$ cat src/rtl/bcd_chain_pkg.sv
// Shared constants, flag layout and helpers for the chained decimal adder.
// Assumes a fixed operand size of one byte holding two BCD digits.
package bcd_chain_pkg;
    localparam int DIGIT_W = 4;
    localparam int DIGITS  = 2;
    localparam int BYTE_W  = DIGIT_W * DIGITS;

    // Flag word, most significant field first: X N Z V C
    typedef struct packed {
        logic x;
        logic n;
        logic z;
        logic v;
        logic c;
    } ccr_t;

    localparam ccr_t CCR_RESET = '{x: 1'b0, n: 1'b0, z: 1'b1, v: 1'b0, c: 1'b0};

    // True when every nibble of a byte is a decimal digit
    function automatic logic is_decimal(input logic [BYTE_W-1:0] b);
        logic ok;
        ok = 1'b1;
        for (int i = 0; i < DIGITS; i++) begin
            if (b[i*DIGIT_W +: DIGIT_W] > 4'd9) ok = 1'b0;
        end
        return ok;
    endfunction
endpackage

$ cat src/rtl/bcd_digit_add.sv
// One decimal digit adder: a + b + cin with decimal correction.
// Assumes a and b are in 0..9; the raw sum then never exceeds 19.
module bcd_digit_add
    import bcd_chain_pkg::*;
(
    input  logic [DIGIT_W-1:0] a,
    input  logic [DIGIT_W-1:0] b,
    input  logic               cin,
    output logic [DIGIT_W-1:0] s,
    output logic               cout
);
    localparam int RAW_W = DIGIT_W + 1;

    logic [RAW_W-1:0] raw;
    logic [RAW_W-1:0] fixed;

    // Binary sum, then add six when the digit passes nine
    always_comb begin
        raw   = RAW_W'(a) + RAW_W'(b) + RAW_W'(cin);
        cout  = (raw > RAW_W'(9));
        fixed = cout ? raw + RAW_W'(6) : raw;
        s     = fixed[DIGIT_W-1:0];
    end
endmodule

$ cat src/rtl/bcd_byte_add.sv
// Ripple of digit adders forming one packed BCD byte adder.
// Assumes every input nibble is decimal.
module bcd_byte_add
    import bcd_chain_pkg::*;
(
    input  logic [BYTE_W-1:0] a,
    input  logic [BYTE_W-1:0] b,
    input  logic              cin,
    output logic [BYTE_W-1:0] s,
    output logic              cout
);
    logic [DIGITS:0] carry;

    assign carry[0] = cin;
    assign cout     = carry[DIGITS];

    genvar g;
    generate
        for (g = 0; g < DIGITS; g++) begin : g_digit
            bcd_digit_add u_digit (
                .a    (a[g*DIGIT_W +: DIGIT_W]),
                .b    (b[g*DIGIT_W +: DIGIT_W]),
                .cin  (carry[g]),
                .s    (s[g*DIGIT_W +: DIGIT_W]),
                .cout (carry[g+1])
            );
        end
    endgenerate
endmodule

$ cat src/rtl/bcd_chain_ctrl.sv
// Chain sequencer: accepts start when idle, counts accepted byte pairs
// and raises a one-cycle done pulse at the end of the chain.
// Assumes start is a pulse; start while running is ignored.
module bcd_chain_ctrl #(
    parameter int CNT_W = 8
) (
    input  logic             clk,
    input  logic             rst_n,
    input  logic             start,
    input  logic [CNT_W-1:0] byte_count,
    input  logic             in_valid,
    output logic             busy,
    output logic             load,
    output logic             take,
    output logic             done
);
    localparam logic [CNT_W-1:0] ONE = CNT_W'(1);

    logic [CNT_W-1:0] remaining;
    logic             last_take;

    // Handshake and chain-start decode
    always_comb begin
        load      = start && !busy;
        take      = busy && in_valid;
        last_take = take && (remaining == ONE);
    end

    // Run state, remaining count and end pulse
    always_ff @(posedge clk) begin
        if (!rst_n) begin
            busy      <= 1'b0;
            remaining <= '0;
            done      <= 1'b0;
        end else begin
            done <= (load && (byte_count == '0)) || last_take;
            if (load) begin
                busy      <= (byte_count != '0);
                remaining <= byte_count;
            end else if (take) begin
                remaining <= remaining - ONE;
                if (last_take) busy <= 1'b0;
            end
        end
    end
endmodule

$ cat src/rtl/bcd_chain_adder.sv
// Top of the chained packed BCD adder: one byte pair per accepted
// handshake, registered sum, and X/C/Z flags carried across the chain.
// Assumes operand bytes hold decimal digits and arrive least significant first.
module bcd_chain_adder
    import bcd_chain_pkg::*;
#(
    parameter int CNT_W = 8
) (
    input  logic              clk,
    input  logic              rst_n,
    input  logic              start,
    input  logic [CNT_W-1:0]  byte_count,
    input  logic              in_valid,
    output logic              in_ready,
    input  logic [7:0]        src_byte,
    input  logic [7:0]        dst_byte,
    output logic              sum_valid,
    output logic [7:0]        sum_byte,
    output logic [4:0]        ccr_flags,
    output logic              done
);
    logic              busy;
    logic              load;
    logic              take;
    logic [BYTE_W-1:0] step_sum;
    logic              step_carry;
    ccr_t              ccr_q;

    bcd_chain_ctrl #(.CNT_W(CNT_W)) u_ctrl (
        .clk        (clk),
        .rst_n      (rst_n),
        .start      (start),
        .byte_count (byte_count),
        .in_valid   (in_valid),
        .busy       (busy),
        .load       (load),
        .take       (take),
        .done       (done)
    );

    bcd_byte_add u_add (
        .a    (src_byte),
        .b    (dst_byte),
        .cin  (ccr_q.x),
        .s    (step_sum),
        .cout (step_carry)
    );

    assign in_ready  = busy;
    assign ccr_flags = ccr_q;

    // Result register and flag update per accepted pair
    always_ff @(posedge clk) begin
        if (!rst_n) begin
            sum_valid <= 1'b0;
            sum_byte  <= '0;
            ccr_q     <= CCR_RESET;
        end else begin
            sum_valid <= take;
            if (load) begin
                ccr_q.x <= 1'b0;
                ccr_q.c <= 1'b0;
                ccr_q.z <= 1'b1;
            end else if (take) begin
                sum_byte <= step_sum;
                ccr_q.x  <= step_carry;
                ccr_q.c  <= step_carry;
                ccr_q.n  <= step_sum[BYTE_W-1];
                ccr_q.v  <= 1'b0;
                if (step_sum != '0) ccr_q.z <= 1'b0;
            end
        end
    end
endmodule

$ cat config.mk
export PLATFORM = sky130hd
export DESIGN_NAME = bcd_chain_adder
export DESIGN_NICKNAME = d
export VERILOG_FILES = /design/src/rtl/bcd_chain_pkg.sv /design/src/rtl/bcd_digit_add.sv /design/src/rtl/bcd_byte_add.sv /design/src/rtl/bcd_chain_ctrl.sv /design/src/rtl/bcd_chain_adder.sv
export SDC_FILE = /design/constraint.sdc
export NUM_CORES = 1
export LEC_CHECK = 0
export BUFFER_PORTS_ARGS = -buffer_cell sky130_fd_sc_hd__buf_2
export CORE_ASPECT_RATIO = 1.2
export CORE_MARGIN = 4
export CORE_UTILIZATION = 30
export DETAILED_ROUTE_END_ITERATION = 7
export PLACE_DENSITY = 0.59
export SLEW_MARGIN = 20
export SYNTH_ARGS = -nofsm -noshare
export SYNTH_HDL_FRONTEND = slang
export SYNTH_HIERARCHICAL = 1
export SYNTH_SLANG_ARGS = --single-unit
export TNS_END_PERCENT = 30
$ cat constraint.sdc
create_clock -name clk -period 6.58 [get_ports clk]
set_input_delay 0.658 -clock clk [delete_from_list [all_inputs] [get_ports clk]]
set_output_delay 0.658 -clock clk [all_outputs]
set_load 0.02 [all_outputs]
# After elaboration in Yosys (flattened, before gate mapping)
# Cells that the tools add are included.
[word_totals]
reg_bits = 22
latch_bits = 0
ramBits = 0
mem_bits_ro = 0
inputBits = 28
out_inout_bits = 16
word_cells = 42
memories = 0
[op_classes]
addsub = 7
mul = 0
n_div = 0
magnitude_cmp = 2
eq_ne = 1
shift = 0
mux = 7
bitwise = 2
n_reduce_logical = 15
[ops]
columns = ["operator", "n"]
rows = [
  ["2-to-1 mux 8 bit", 2],
  ["nonzero test 8 bit", 2],
  ["adder 4 x 4 -> 5 bit", 2],
  ["adder 5 x 1 -> 5 bit", 2],
  ["> comparator 5 x 4 -> 1 bit, second input constant", 2],
  ["adder 4 x 3 -> 4 bit, second input constant", 2],
  ["equality test 8 x 1 -> 1 bit, second input constant", 1],
  ["logical NOT 8 bit", 1],
  ["2-to-1 mux 4 bit", 2],
  ["subtractor 8 x 1 -> 8 bit, second input constant", 1],
  ["AND reduction 2 bit", 3],
  ["logical AND 1 bit", 4],
  ["nonzero test 2 bit", 2],
  ["2-to-1 mux 1 bit", 3],
  ["inverter 1 bit", 2],
  ["OR reduction 2 bit", 1],
  ["logical NOT 1 bit", 1],
  ["logical OR 1 bit", 1],
]

# Depth between registers and ports, before layout
[logic_depth]
ltp_word = 8
mapped_depth = 16
ltp_nobuf = 16

# Modules after synthesis
# Netlist, hierarchy kept.
[by_module_without_submodules]
columns = ["mod", "instances", "cells_per_inst", "area_per_inst_um2", "seq_area_each_um2"]
rows = [
  ["bcd_chain_ctrl", 1, 67, 566.8, 200.2],
  ["bcd_chain_adder", 1, 41, 447.9, 220.2],
  ["bcd_digit_add", 2, 22, 211.5, 0.0],
]

# Least setup slack after synthesis
# No wires, ideal clock.
[synth_timing]
path_kind = "input port to flip-flop"
startpoint = "input src_byte[0]"
endpoint = "register ccr_q (netlist bit ccr_flags[2])"
setup_ns = 0.057
arrival_ns = 4.768
required_ns = 6.523
slack_ns = 1.754
cell_stages = 16
path_cell_list = "fa_1 fa_1 xnor2_1 ha_1 a31o_1 o31ai_4 fa_1 fa_1 xnor2_1 ha_1 a31o_1 a2111oi_0 nor2b_1 or4_1 o21ai_1 a21o_1"
[synth_via]
elab_chain_cells = 8
[synth_lines]
columns = ["element", "line", "source"]
rows = [
  ["start, declared", "bcd_chain_adder.sv:15", "input logic [7:0] src_byte,"],
  ["adder 4 x 4 -> 5 bit *", "bcd_digit_add.sv:19", "raw = RAW_W'(a) + RAW_W'(b) + RAW_W'(cin);"],
  ["adder 5 x 1 -> 5 bit *", "bcd_digit_add.sv:19", ""],
  ["> comparator 5 x 4 -> 1 bit *", "bcd_digit_add.sv:20", "cout = (raw > RAW_W'(9));"],
  ["via u_add.carry[1]", "bcd_byte_add.sv:12", "logic [DIGITS:0] carry;"],
  ["adder 5 x 1 -> 5 bit *", "bcd_digit_add.sv:19", ""],
  ["adder 4 x 3 -> 4 bit / > comparator 5 x 4 -> 1 bit (equally long branches)", "bcd_digit_add.sv:21, bcd_digit_add.sv:20", ""],
  ["2-to-1 mux 4 bit *", "bcd_digit_add.sv:21", "fixed = cout ? raw + RAW_W'(6) : raw;"],
  ["via step_sum[7]", "bcd_chain_adder.sv:25", "logic [BYTE_W-1:0] step_sum;"],
  ["nonzero test 8 bit *", "bcd_chain_adder.sv:70", "if (step_sum != '0) ccr_q.z <= 1'b0;"],
  ["AND reduction 2 bit (no line) *", "n/a", ""],
  ["end, declared", "bcd_chain_adder.sv:27", "ccr_t ccr_q;"],
]
# The timed path passes the listed nets; every way through them passes the cells marked *.
# A chain may end at the register's enable or synchronous reset.

# Worst setup path in the final report
# Ends and elaborated chain as after synthesis.

==> summary.md <==
| Metric | Value |
|---|---|
| Peak supply drop | `approximately 73 uV` |
| Chip Height | `approximately 84 microns` |
| Worst-Margin Slew | `about 0.93 ns` |
| Post-route fraction of the period consumed by the critical path | `76.0%` |
| Setup repair after global routing missed its margin | `no` |
| Cell types occupying the most area after synthesis | `sky130_fd_sc_hd__dfxtp_1 29%, sky130_fd_sc_hd__ha_1 8.7%, sky130_fd_sc_hd__mux2i_1 8.4%` |
| Area growth from synthesis to layout | `20.5%` |
| Number of distinct library cells after synthesis | `between 40 and 50` |
| Final core area utilization | `37.4%` |
| Post-synthesis sequential area ratio | `a little under 30%` |
| CTS clock-pin slew for the worst setup and hold paths | `approximately 0.09 ns` |
| Number of antenna-violating nets in the routed design | `0` |
| Yosys warning total | `6` |
| Max stage delay on crit path | `around 0.48 ns` |
| Overall die width | `roughly 70 microns` |
| Run status | `finished clean` |
| Post-synth ARST share | `0%` |
| Worst Clk Skew | `roughly 0.011 ns` |
| Crit path cell chain | `buf_2 > fa_1 > fa_1 > xnor2_1 > ha_1 > a31o_1 > o31ai_4 > fa_1 > fa_1 > xnor2_1 > ha_1 > a31o_1 > a2111oi_0 > nor2b_1 > or4_1 > o21ai_1 > a21o_1` |
| # H-tree levels | `1` |
| Clock net sink count | `21` |
| Kind of start point of the critical path | `input port` |
| Total gr overflow | `0` |
| Required time of the critical path | `between 6 and 7 ns` |
| Number of rows in the core area | `27` |
| Cell seen most often among critical-path stages | `sky130_fd_sc_hd__fa_1` |
| Nets@finish | `between 200 and 250` |
| Ys flop type | `sky130_fd_sc_hd__dfxtp_1` |
| Placer congestion estimate | `around 0.84` |
| FF-to-FF path depth | `16` |
| Setup violations, final | `0` |
| Number of input and output port buffers inserted | `between 40 and 50` |
| Number of buffers created by CTS | `3` |
| Initial standard-cell utilization of the core | `between 30% and 40%` |
| Cell type group with the largest total delay on the critical path | `adder cells` |
| Mean instance size in the synthesized netlist | `roughly 9.5 sq um` |
| Total power after layout | `383 uW` |
| Hold-fix buffer count after cts | `0` |
| Clock Latency Late Sink | `about 0.27 ns` |
| Area share of the leading cell type in the synthesized netlist | `a little under 30%` |
| Largest net degree at the start of global routing | `14` |
| Arrival time at the worst endpoint | `roughly 5.2 ns` |
| Cell type with the largest total area after synthesis | `sky130_fd_sc_hd__dfxtp_1` |
| R2R setup slack | `about 1.8 ns` |
| Largest fanout on the critical path | `3` |
| Number of fillers in the final layout | `480` |
| Number of flops mapped to enable cells by yosys | `0` |
| Synth Register Bits | `21` |
| Max Fclk | `approximately 200 MHz` |
| Final wirelength | `around 3500 microns` |
| Cell count after synthesis | `between 150 and 200` |
| Summed negative setup slack over all endpoints | `0 ns` |
| Post-detailed-placement half-perimeter wirelength | `2730 microns` |
| Category of the worst setup path capture point | `flop` |
| Worst setup slack before clock tree synthesis | `about 1.3 ns` |
| Number of maximum-capacitance constraint violations | `0` |
| Post-route design area | `1730 sq um` |
| Antenna diode count | `0` |
| Post-CTS Repair Setup Buffers | `0` |
| Total vias in the final route | `approximately 1300` |
| Levels on crit path | `17` |
| Post-Place Cell Area | `1680 sq um` |
| Mapped Area | `between 1000 and 1500 sq um` |
| Share of post-route cells with drive strength above 1 | `28.6%` |
| Post-layout min period | `between 5 and 6 ns` |
| Worst setup path category | `in -> reg` |
| Overall routing resource usage | `about an eighth` |
| Relative max-transition margin | `between 30% and 40%` |
| Detail-routed via count per cell | `5.19` |
| Fin. max-slew vios | `0` |
| Final hold violations | `0` |
| Length of the first detailed-routing pass in iterations | `4` |
| Hold Path Stages | `1` |
| Clk root buf | `sky130_fd_sc_hd__clkbuf_8` |
| Antenna violations before repair | `0` |
| Syn Nets | `around 190` |
| Post-CTS Resized | `0` |
| First-pass GRT wire length | `5870 microns` |
| Number of global-route vias before repair | `about 1300` |
| Final WS setup | `1.58 ns` |
| Core area | `approximately 4600 sq um` |
| DRC | `0` |
| Power per unit of standard cell area | `221 nW/um^2` |
| Min-delay worst type | `reg -> reg` |
| Maximum clock insertion buffer count | `2` |
| Lkg Pwr | `around 0.00072 uW` |
| CP max stage cell | `sky130_fd_sc_hd__or4_1` |
| Worst path buffer plus inverter count | `1` |
| Number of design-rule violations left by the first detailed-router iteration | `73` |
| CTS tree | `done` |
| WL/cell | `13.9 microns` |
| I/O pin count | `44` |
| Die outline area | `between 5000 and 6000 sq um` |
==> registers in the layout, indices dropped and copies added, names as in the netlist <==
register,cells
ccr_flags,2
sum_byte,8
sum_valid,1
u_ctrl/busy,1
u_ctrl/done,1
u_ctrl/remaining,8
==> cell usage after synthesis, types with 2 or more instances <==
library cell / instances
sky130_fd_sc_hd__a2111oi_0: 2
sky130_fd_sc_hd__a21o_2: 2
sky130_fd_sc_hd__a21oi_1: 13
sky130_fd_sc_hd__a22oi_1: 3
sky130_fd_sc_hd__a31o_1: 2
sky130_fd_sc_hd__a31oi_1: 2
sky130_fd_sc_hd__a32oi_1: 2
sky130_fd_sc_hd__and3_1: 2
sky130_fd_sc_hd__buf_4: 4
sky130_fd_sc_hd__clkbuf_1: 2
sky130_fd_sc_hd__dfxtp_1: 21
sky130_fd_sc_hd__fa_1: 4
sky130_fd_sc_hd__ha_1: 10
sky130_fd_sc_hd__inv_1: 8
sky130_fd_sc_hd__mux2i_1: 12
sky130_fd_sc_hd__nand2_1: 3
sky130_fd_sc_hd__nand2b_1: 2
sky130_fd_sc_hd__nand3_1: 4
sky130_fd_sc_hd__nand4_1: 2
sky130_fd_sc_hd__nor2_1: 3
sky130_fd_sc_hd__nor2b_1: 12
sky130_fd_sc_hd__nor4_1: 2
sky130_fd_sc_hd__o211ai_1: 2
sky130_fd_sc_hd__o21ai_0: 2
sky130_fd_sc_hd__o22ai_1: 2
sky130_fd_sc_hd__o31ai_4: 2
sky130_fd_sc_hd__or4_1: 2
sky130_fd_sc_hd__xnor2_1: 4
==> through the flow <==
step                std cells  hold slack (ns)
finish                    250            0.462
global route              250            0.496
CTS                       250            0.465
detailed placement        246            0.439
global placement          246            0.435
floorplan                 152            0.458
==> report_power, final <==
group	switching (uW)	internal, uW	leakage (uW)
clock network	47.4	42.9	0.0000217
logic	81.7	64.8	0.000531
registers	9.04	137	0.000172
total	138	245	0.000725
==> path summary, 6_finish.rpt <==
kind / from / end
worst max register to register: ccr_flags[0] / ccr_flags[2]
worst min register to register: ccr_flags[2] / ccr_flags[2]
worst max-delay path: src_byte[0] / ccr_flags[2]
worst min-delay path: ccr_flags[2] / ccr_flags[2]
==> final cells by class <==
class                   instances  area (sq um)  share of cell area [%]
repair buffers                 42           210                    12.1
flip-flops and latches         21           420                    24.3
clock buffers                   3          41.3                    2.38
well taps                      58          72.6                    4.19
inverters                      10          37.5                    2.17
clock inverters                 1          7.51                   0.434
multi-input cells             115           942                    54.4
==> cell families (layout without fill, tap and decap cells) <==
logic type / Yosys count / in the layout / share of synthesized area, %
AOI/OAI and AO/OA: 42 / 42 / 21.8
and+or+nand+nor: 42 / 42 / 18.5
DFF: 21 / 21 / 29.2
buffers and inverters: 16 / 56 / 5.22
adders and majority gates: 14 / 14 / 14.3
muxes: 12 / 12 / 8.36
xor gates and xnor gates: 4 / 4 / 2.44
other: 1 / 1 / 0.261
==> metal layers <==
metal | GRT usage (%) | vias to the layer above | part of all wire, % | routed length, microns
met2 | 21.3 | 42 | 49 | 1690
li1 | - | 644 | - | -
met4 | 2.05 | 0 | 0 | 0
met3 | 3.98 | 0 | 7.6 | 264
met1 | 13.8 | 611 | 44 | 1520
met5 | 0 | - | 0 | 0
==> worst register-to-register path: stages, from the launching register on <==
cell,delay [ns]
sky130_fd_sc_hd__dfxtp_1,0.36
sky130_fd_sc_hd__fa_1,0.42
sky130_fd_sc_hd__fa_1,0.42
sky130_fd_sc_hd__xnor2_1,0.28
sky130_fd_sc_hd__ha_1,0.25
sky130_fd_sc_hd__a31o_1,0.17
sky130_fd_sc_hd__o31ai_4,0.11
sky130_fd_sc_hd__fa_1,0.42
sky130_fd_sc_hd__fa_1,0.42
sky130_fd_sc_hd__xnor2_1,0.18
sky130_fd_sc_hd__ha_1,0.24
sky130_fd_sc_hd__a31o_1,0.24
sky130_fd_sc_hd__a2111oi_0,0.43
sky130_fd_sc_hd__nor2b_1,0.11
sky130_fd_sc_hd__or4_1,0.48
sky130_fd_sc_hd__o21ai_1,0.14
sky130_fd_sc_hd__a21o_1,0.12
==> placed cells by master, fill, tap and decap left out, types with 3 or more instances in the layout <==
master	netlist	final
sky130_fd_sc_hd__buf_2	0	42
sky130_fd_sc_hd__dfxtp_1	21	21
sky130_fd_sc_hd__a21oi_1	13	13
sky130_fd_sc_hd__nor2b_1	12	12
sky130_fd_sc_hd__mux2i_1	12	12
sky130_fd_sc_hd__ha_1	10	10
sky130_fd_sc_hd__inv_1	8	8
sky130_fd_sc_hd__xnor2_1	4	4
sky130_fd_sc_hd__nand3_1	4	4
sky130_fd_sc_hd__fa_1	4	4
sky130_fd_sc_hd__nor2_1	3	3
sky130_fd_sc_hd__clkbuf_8	0	3
sky130_fd_sc_hd__a22oi_1	3	3
sky130_fd_sc_hd__nand2_1	3	3
(Power assumes the default switching activity.)
